**config.mk**
```make
export PLATFORM = sky130hd
export DESIGN_NAME = lcd_scan_ctrl
export DESIGN_NICKNAME = d
export VERILOG_FILES = /design/src/rtl/lcd_scan_pkg.sv /design/src/rtl/lcd_scan_seq.sv /design/src/rtl/lcd_scan_drv.sv /design/src/rtl/lcd_scan_ctrl.sv
export SDC_FILE = /design/constraint.sdc
export NUM_CORES = 1
export LEC_CHECK = 0
export ABC_AREA = 1
export BUFFER_PORTS_ARGS = -buffer_cell sky130_fd_sc_hd__buf_2
export CORE_MARGIN = 2
export CORE_UTILIZATION = 48
export DETAILED_ROUTE_END_ITERATION = 12
export GPL_TIMING_DRIVEN = 0
export PLACE_DENSITY = 0.93
export SLEW_MARGIN = 0
export SYNTH_ARGS = -nofsm -noshare
export SYNTH_HDL_FRONTEND = slang
export SYNTH_SLANG_ARGS = --single-unit
```
**constraint.sdc**
```tcl
create_clock -name clk -period 6.75 [get_ports clk]
set_clock_uncertainty 0.05 [all_clocks]
set_input_delay 1.0125 -clock clk [delete_from_list [all_inputs] [get_ports clk]]
set_output_delay 1.0125 -clock clk [all_outputs]
set_load 0.005 [all_outputs]
```
**src/rtl/lcd_scan_pkg.sv**
```systemverilog
package lcd_scan_pkg;

  typedef enum logic [1:0] {
    MODE_NORMAL     = 2'd0,
    MODE_ALL_ON     = 2'd1,
    MODE_ALL_OFF    = 2'd2,
    MODE_POWER_DOWN = 2'd3
  } dispMode_e;

  // Per-pin drive code: bit 2 driven, bit 1 select, bit 0 frame polarity.
  localparam int CODE_W = 3;

  // Control-to-datapath strobes.
  typedef struct packed {
    logic slotLoad;    // prefetched row moves into the display latch
    logic rowCapture;  // RAM word is valid, capture into the prefetch register
    logic scanIdle;    // power-down: clear the display latch
  } scanStrobe_t;

endpackage

```
**src/rtl/lcd_scan_seq.sv**
```systemverilog
module lcd_scan_seq
  import lcd_scan_pkg::*;
#(
  parameter int NUM_COM = 16,
  parameter int NUM_SEG = 32,
  localparam int COM_W  = $clog2(NUM_COM),
  localparam int SEG_W  = $clog2(NUM_SEG),
  localparam int ADDR_W = COM_W + SEG_W
) (
  input  logic              clk,
  input  logic              rstN,
  input  logic              slotTick,
  input  logic [COM_W-1:0]  dutyCfg,
  input  logic              powerDown,
  output logic              ramRdEn,
  output logic [ADDR_W-1:0] ramAddr,
  output logic [COM_W-1:0]  curCom,
  output logic [COM_W-1:0]  activeLast,
  output logic              framePol,
  output logic              scanRun,
  output scanStrobe_t       strobe
);

  logic [COM_W-1:0] pfCom;      // common whose row is prefetched for the next slot
  logic [COM_W-1:0] lastNew;
  logic             fetchDue;
  logic             rdValid;
  logic             frameStart;

  assign frameStart = (pfCom == '0);
  assign lastNew    = frameStart ? dutyCfg : activeLast;
  assign ramRdEn    = fetchDue && !powerDown;
  assign ramAddr    = {pfCom, {SEG_W{1'b0}}};

  always_comb begin
    strobe            = '0;
    strobe.slotLoad   = slotTick && !powerDown;
    strobe.rowCapture = rdValid;
    strobe.scanIdle   = powerDown;
  end

  always_ff @(posedge clk) begin
    if (!rstN) begin
      pfCom      <= '0;
      curCom     <= '0;
      activeLast <= '0;
      framePol   <= 1'b0;
      scanRun    <= 1'b0;
      fetchDue   <= 1'b1;
      rdValid    <= 1'b0;
    end else if (powerDown) begin
      pfCom    <= '0;
      curCom   <= '0;
      framePol <= 1'b0;
      scanRun  <= 1'b0;
      fetchDue <= 1'b1;
      rdValid  <= 1'b0;
    end else begin
      rdValid <= ramRdEn;
      if (ramRdEn) fetchDue <= 1'b0;
      if (slotTick) begin
        curCom     <= pfCom;
        activeLast <= lastNew;
        pfCom      <= (pfCom == lastNew) ? '0 : pfCom + COM_W'(1);
        scanRun    <= 1'b1;
        fetchDue   <= 1'b1;
        if (frameStart) framePol <= scanRun ? ~framePol : 1'b0;
      end
    end
  end

endmodule

```
**src/rtl/lcd_scan_drv.sv**
```systemverilog
module lcd_scan_drv
  import lcd_scan_pkg::*;
#(
  parameter int NUM_COM = 16,
  parameter int NUM_SEG = 32,
  localparam int COM_W  = $clog2(NUM_COM)
) (
  input  logic                        clk,
  input  logic                        rstN,
  input  scanStrobe_t                 strobe,
  input  logic [NUM_SEG-1:0]          ramRdData,
  input  logic [COM_W-1:0]            curCom,
  input  logic                        framePol,
  input  logic                        scanRun,
  input  dispMode_e                   mode,
  output logic [NUM_COM*CODE_W-1:0]   comDrive,
  output logic [NUM_SEG*CODE_W-1:0]   segDrive
);

  logic [NUM_SEG-1:0] prefetchRow;
  logic [NUM_SEG-1:0] rowLatch;
  logic [NUM_SEG-1:0] segSel;
  logic               driven;

  always_ff @(posedge clk) begin
    if (!rstN) begin
      prefetchRow <= '0;
      rowLatch    <= '0;
    end else begin
      if (strobe.rowCapture) prefetchRow <= ramRdData;
      if (strobe.scanIdle)      rowLatch <= '0;
      else if (strobe.slotLoad) rowLatch <= prefetchRow;
    end
  end

  assign driven = scanRun && (mode != MODE_POWER_DOWN);

  always_comb begin
    unique case (mode)
      MODE_ALL_ON:  segSel = '1;
      MODE_ALL_OFF: segSel = '0;
      default:      segSel = rowLatch;
    endcase
  end

  for (genvar i = 0; i < NUM_COM; i++) begin : g_com
    assign comDrive[i*CODE_W +: CODE_W] =
      driven ? {1'b1, (curCom == COM_W'(i)), framePol} : '0;
  end

  for (genvar j = 0; j < NUM_SEG; j++) begin : g_seg
    assign segDrive[j*CODE_W +: CODE_W] =
      driven ? {1'b1, segSel[j], framePol} : '0;
  end

endmodule

```
**src/rtl/lcd_scan_ctrl.sv**
```systemverilog
module lcd_scan_ctrl
  import lcd_scan_pkg::*;
#(
  parameter int NUM_COM = 16,
  parameter int NUM_SEG = 32,
  localparam int COM_W  = $clog2(NUM_COM),
  localparam int ADDR_W = COM_W + $clog2(NUM_SEG)
) (
  input  logic                      clk,
  input  logic                      rstN,
  input  logic                      slotTick,
  input  logic [COM_W-1:0]          dutyCfg,
  input  logic [1:0]                dispMode,
  input  logic                      biasSel,
  output logic                      ramRdEn,
  output logic [ADDR_W-1:0]         ramAddr,
  input  logic [NUM_SEG-1:0]        ramRdData,
  output logic [NUM_COM*CODE_W-1:0] comDrive,
  output logic [NUM_SEG*CODE_W-1:0] segDrive,
  output logic                      biasFive
);

  dispMode_e        mode;
  scanStrobe_t      strobe;
  logic [COM_W-1:0] curCom;
  logic [COM_W-1:0] activeLast;
  logic             framePol;
  logic             scanRun;

  assign mode = dispMode_e'(dispMode);

  always_ff @(posedge clk) begin
    if (!rstN) biasFive <= 1'b0;
    else       biasFive <= biasSel;
  end

  lcd_scan_seq #(.NUM_COM(NUM_COM), .NUM_SEG(NUM_SEG)) u_seq (
    .clk        (clk),
    .rstN       (rstN),
    .slotTick   (slotTick),
    .dutyCfg    (dutyCfg),
    .powerDown  (mode == MODE_POWER_DOWN),
    .ramRdEn    (ramRdEn),
    .ramAddr    (ramAddr),
    .curCom     (curCom),
    .activeLast (activeLast),
    .framePol   (framePol),
    .scanRun    (scanRun),
    .strobe     (strobe)
  );

  lcd_scan_drv #(.NUM_COM(NUM_COM), .NUM_SEG(NUM_SEG)) u_drv (
    .clk       (clk),
    .rstN      (rstN),
    .strobe    (strobe),
    .ramRdData (ramRdData),
    .curCom    (curCom),
    .framePol  (framePol),
    .scanRun   (scanRun),
    .mode      (mode),
    .comDrive  (comDrive),
    .segDrive  (segDrive)
  );

endmodule

```
==> metrics.log <==
[metrics] count of max-cap constraint violations: 0
[metrics] count of unique library cells instantiated by Yosys: 28
[metrics] Die X-Extent: 97.1 µm
[metrics] dominant synthesized flop cell: sky130_fd_sc_hd__dfxtp_1
[metrics] count of flip-flops with a built-in enable after synthesis: 0
[metrics] leakage power: 3.08 nW
[metrics] critical path peak fanout: 14
[metrics] Avg WL per Cell: 11.9 µm
[metrics] Clock Path Buffers: 2
[metrics] synthesized area divided by synthesized cell count: 7.27 µm²
[metrics] first-pass GRT wire length: 17500 µm
[metrics] number of cell instances on the worst register-to-register path: 11
[metrics] Gate power share: 19.1%
[metrics] area of all sequential standard cells: 1620 µm²
[metrics] Min-Delay Path Depth: 2
[metrics] total setup buffers inserted after CTS: 0
[metrics] Pint: 819 µW
[metrics] residual antenna-violating net count after detailed routing: 0
[metrics] number of filler instances in the final layout: 714
[metrics] number of hold buffers added after CTS: 0
[metrics] combined area of the multi-input logic cells: 1450 µm²
[metrics] area of the die: 9430 µm²
[metrics] Power per Cell Area: 204 nW/µm²
[metrics] Slew Viols, Final: 0
[metrics] sequential cell area fraction in the yosys report: 39.0%
[metrics] total wire length after detailed routing: 10600 µm
[metrics] register bit count reported by yosys: 81
[metrics] fraction of registers with async set/reset: 0%
[metrics] H-Tree Level Count: 3
[metrics] area of the mapped netlist: 4160 µm²
[metrics] measured slew at the worst slew-check pin: 0.511 ns
[metrics] share of the synthesized area in the top cell type: 39.0%
[metrics] first-pass iteration count of the detailed router: 5
[metrics] final non-filler cell total: 891
[metrics] layout cell share with drive strength beyond 1: 42.1%
[metrics] n_diodes: 0
[metrics] CTS buffer count: 9
[metrics] Slowest Stage Delay on Critical Path: 0.34 ns
[metrics] number of remaining DRC errors: 0
[metrics] data required time of the critical path: 5.69 ns
[metrics] global-route congestion overflow total: 0
[metrics] unrepaired setup endpoints after global routing: false
[metrics] normalized max-slew margin: 65.9%
[metrics] number of instances in the synthesized netlist: 572
[metrics] critical path cell sequence: buf_2 -> ha_1 -> nor2_4 -> o21ai_1 -> buf_2 -> a21oi_1 -> buf_2
[metrics] proportion of power drawn by the clock network: 34.5%
[metrics] starting utilization of the core area: 50.1%
[metrics] maximum number of pins on one net before global-route repair: 41
[metrics] most area-consuming cells after synthesis: sky130_fd_sc_hd__dfxtp_1 (39%), sky130_fd_sc_hd__buf_4 (18%), sky130_fd_sc_hd__a21oi_1 (9.0%)
[metrics] run status: completed
[metrics] DRC violation total after the first TritonRoute iteration: 125
[metrics] largest area contributor in the synthesized netlist: sky130_fd_sc_hd__dfxtp_1
[metrics] num rows: 33
[metrics] Resize count post-CTS: 0
[metrics] drt via density: 4.59
[metrics] switching pwr: 310 µW
[metrics] top cell family by delay on the critical path: buffers and inverters
[metrics] count of clock tree sinks: 81
[metrics] Fmax: 0.273 GHz
[metrics] peak supply drop: 0.000187 V
[metrics] Hold Crit Class: reg -> reg
[metrics] total power after layout: 1.13 mW
[metrics] routed vias: 4092
[metrics] number of endpoints failing setup at the final stage: 0
[metrics] type of origin of the critical path: input pin
[metrics] kind of end point of the critical path: output port
[metrics] via count of the first global-routing pass: 3744
[metrics] root cell of the clock tree: sky130_fd_sc_hd__clkbuf_8
[metrics] post-DP HPWL: 8180 µm
[metrics] Total Nets Final: 827
[metrics] arrival time reported for the critical path endpoint: 2.61 ns
[metrics] Levels on crit path: 7
[metrics] type of the worst setup path: in -> out
[metrics] gr usage total: 22.4%
[metrics] clock slew at reported path FFs: 0.08 ns
[metrics] count of port buffers added during placement: 190
[metrics] vertical die dimension: 97.1 µm
[metrics] minimum clock period: 3.67 ns
[metrics] clock latency on the worst-skew pair: 0.35 ns
[metrics] sequential fraction of design power: 46.4%
[metrics] cell seen most often among critical-path stages: sky130_fd_sc_hd__buf_2
[metrics] number of hold-slack violations in the final timing report: 0
[metrics] Sum Neg Setup Slack: 0 ns
[metrics] switching portion of total power: 27.5%
[metrics] CP max stage cell: sky130_fd_sc_hd__nor2_4
[metrics] initial antenna violation count: 0
[metrics] P&R area growth vs syn: 33.2%
[metrics] sum of buffers and inverters on the critical path: 3
[metrics] area of the core region: 8300 µm²
[metrics] TritonCTS clock tree: done
[metrics] Tcrit/Tclk final: 54.3%
[metrics] io pins: 197
[metrics] number of warnings printed during yosys synthesis: 0
[metrics] Inst Count DP: 875
[metrics] GP Congestion: 0.843
placed cells by master, fill, tap and decap left out, types with 4 or more instances in the layout:
| master | instances |
|---|---|
| sky130_fd_sc_hd__a21oi_1 | 75 |
| sky130_fd_sc_hd__buf_2 | 198 |
| sky130_fd_sc_hd__buf_4 | 101 |
| sky130_fd_sc_hd__clkbuf_1 | 17 |
| sky130_fd_sc_hd__clkbuf_8 | 9 |
| sky130_fd_sc_hd__conb_1 | 5 |
| sky130_fd_sc_hd__dfxtp_1 | 81 |
| sky130_fd_sc_hd__ha_1 | 4 |
| sky130_fd_sc_hd__inv_1 | 62 |
| sky130_fd_sc_hd__nand2_1 | 26 |
| sky130_fd_sc_hd__nand3_1 | 19 |
| sky130_fd_sc_hd__nor2_1 | 84 |
| sky130_fd_sc_hd__o21ai_0 | 71 |
logic make-up after synthesis:
family / Yosys count / synth area share, %
other cells: 1 / 0.0902
fa+ha+maj: 4 / 1.20
flops: 81 / 39.0
buf+inv: 192 / 26.8
compound gates: 154 / 18.9
simple gates: 140 / 14.0
area by class of cell:
cell class / instances / share of cell area (%)
Buffer: 129 / 15.8
Clock buffer: 10 / 2.30
Clock inverter: 6 / 1.63
Inverter: 63 / 4.27
Multi-Input combinational cell: 303 / 26.2
Sequential cell: 81 / 29.3
Tap cell: 105 / 2.37
Timing Repair Buffer: 194 / 18.1
worst min-delay path, delay by kind of cell (launching register included):
| family | cells | cell delay (ns) |
|---|---|---|
| flip-flops | 1 | 0.30 |
| buffers and inverters | 1 | 0.06 |
| AO/OA/AOI/OAI | 1 | 0.05 |
synthesized netlist by cell type (2+ instances only):
| cell | number |
|---|---|
| sky130_fd_sc_hd__inv_1 | 62 |
| sky130_fd_sc_hd__ha_1 | 4 |
| sky130_fd_sc_hd__dfxtp_1 | 81 |
| sky130_fd_sc_hd__a21oi_1 | 75 |
| sky130_fd_sc_hd__nand2_1 | 26 |
| sky130_fd_sc_hd__clkbuf_2 | 3 |
| sky130_fd_sc_hd__nor3_1 | 3 |
| sky130_fd_sc_hd__o21ai_0 | 71 |
| sky130_fd_sc_hd__nor2_1 | 84 |
| sky130_fd_sc_hd__buf_4 | 101 |
| sky130_fd_sc_hd__o21ai_1 | 3 |
| sky130_fd_sc_hd__nor2_2 | 2 |
| sky130_fd_sc_hd__clkbuf_1 | 16 |
| sky130_fd_sc_hd__buf_2 | 8 |
| sky130_fd_sc_hd__nand2_2 | 2 |
| sky130_fd_sc_hd__nand3_1 | 19 |
power by group through the flow:
stage                     Sequential, mW  Clock, mW  Combinational [mW]
final                              0.524      0.390               0.215
after global routing               0.528      0.418               0.243
after CTS                          0.524      0.392               0.216
after detailed placement           0.535          0               0.214
after global placement             0.533          0               0.210
after floorplan                    0.531          0               0.141
registers in the layout, summed over array words and instances, names as in the netlist:
name,flops
u_drv.prefetchRow,32
u_seq.scanRun,1
u_seq.framePol,1
u_seq.curCom,4
u_drv.rowLatch,32
biasFive,1
u_seq.rdValid,1
u_seq.pfCom,4
u_seq.fetchDue,1
u_seq.activeLast,4
routing by layer:
layer,vias up,wire [µm],GRT usage [%]
met5,-,0,0
met4,0,191,6.93
met3,14,818,5.04
met2,161,5230,39.2
met1,1784,4370,27.3
li1,2133,-,-
final timing paths:
kind,startpoint,to,slack (ns)
worst max-delay path,dispMode[0],segDrive[64],3.08
worst min-delay path,u_drv.rowLatch[15],u_drv.rowLatch[15],0.41
worst max register to register,u_seq.pfCom[1],u_seq.pfCom[2],4.96
worst min register to register,u_drv.rowLatch[15],u_drv.rowLatch[15],0.41
through the flow:
step           worst slack (ns)  area (µm²)  utilization [%]  hold slack, ns
2_1_floorplan              1.49        4170                -           0.372
3_3_place_gp              0.669        5260             63.3           0.388
3_5_place_dp               3.10        5320             64.1           0.387
4_1_cts                    3.09        5540             66.7           0.401
5_1_grt                    2.97        5540             66.7           0.427
6_report                   3.08        5540             66.7           0.406
Note: power is estimated with default switching activity, not from simulation.
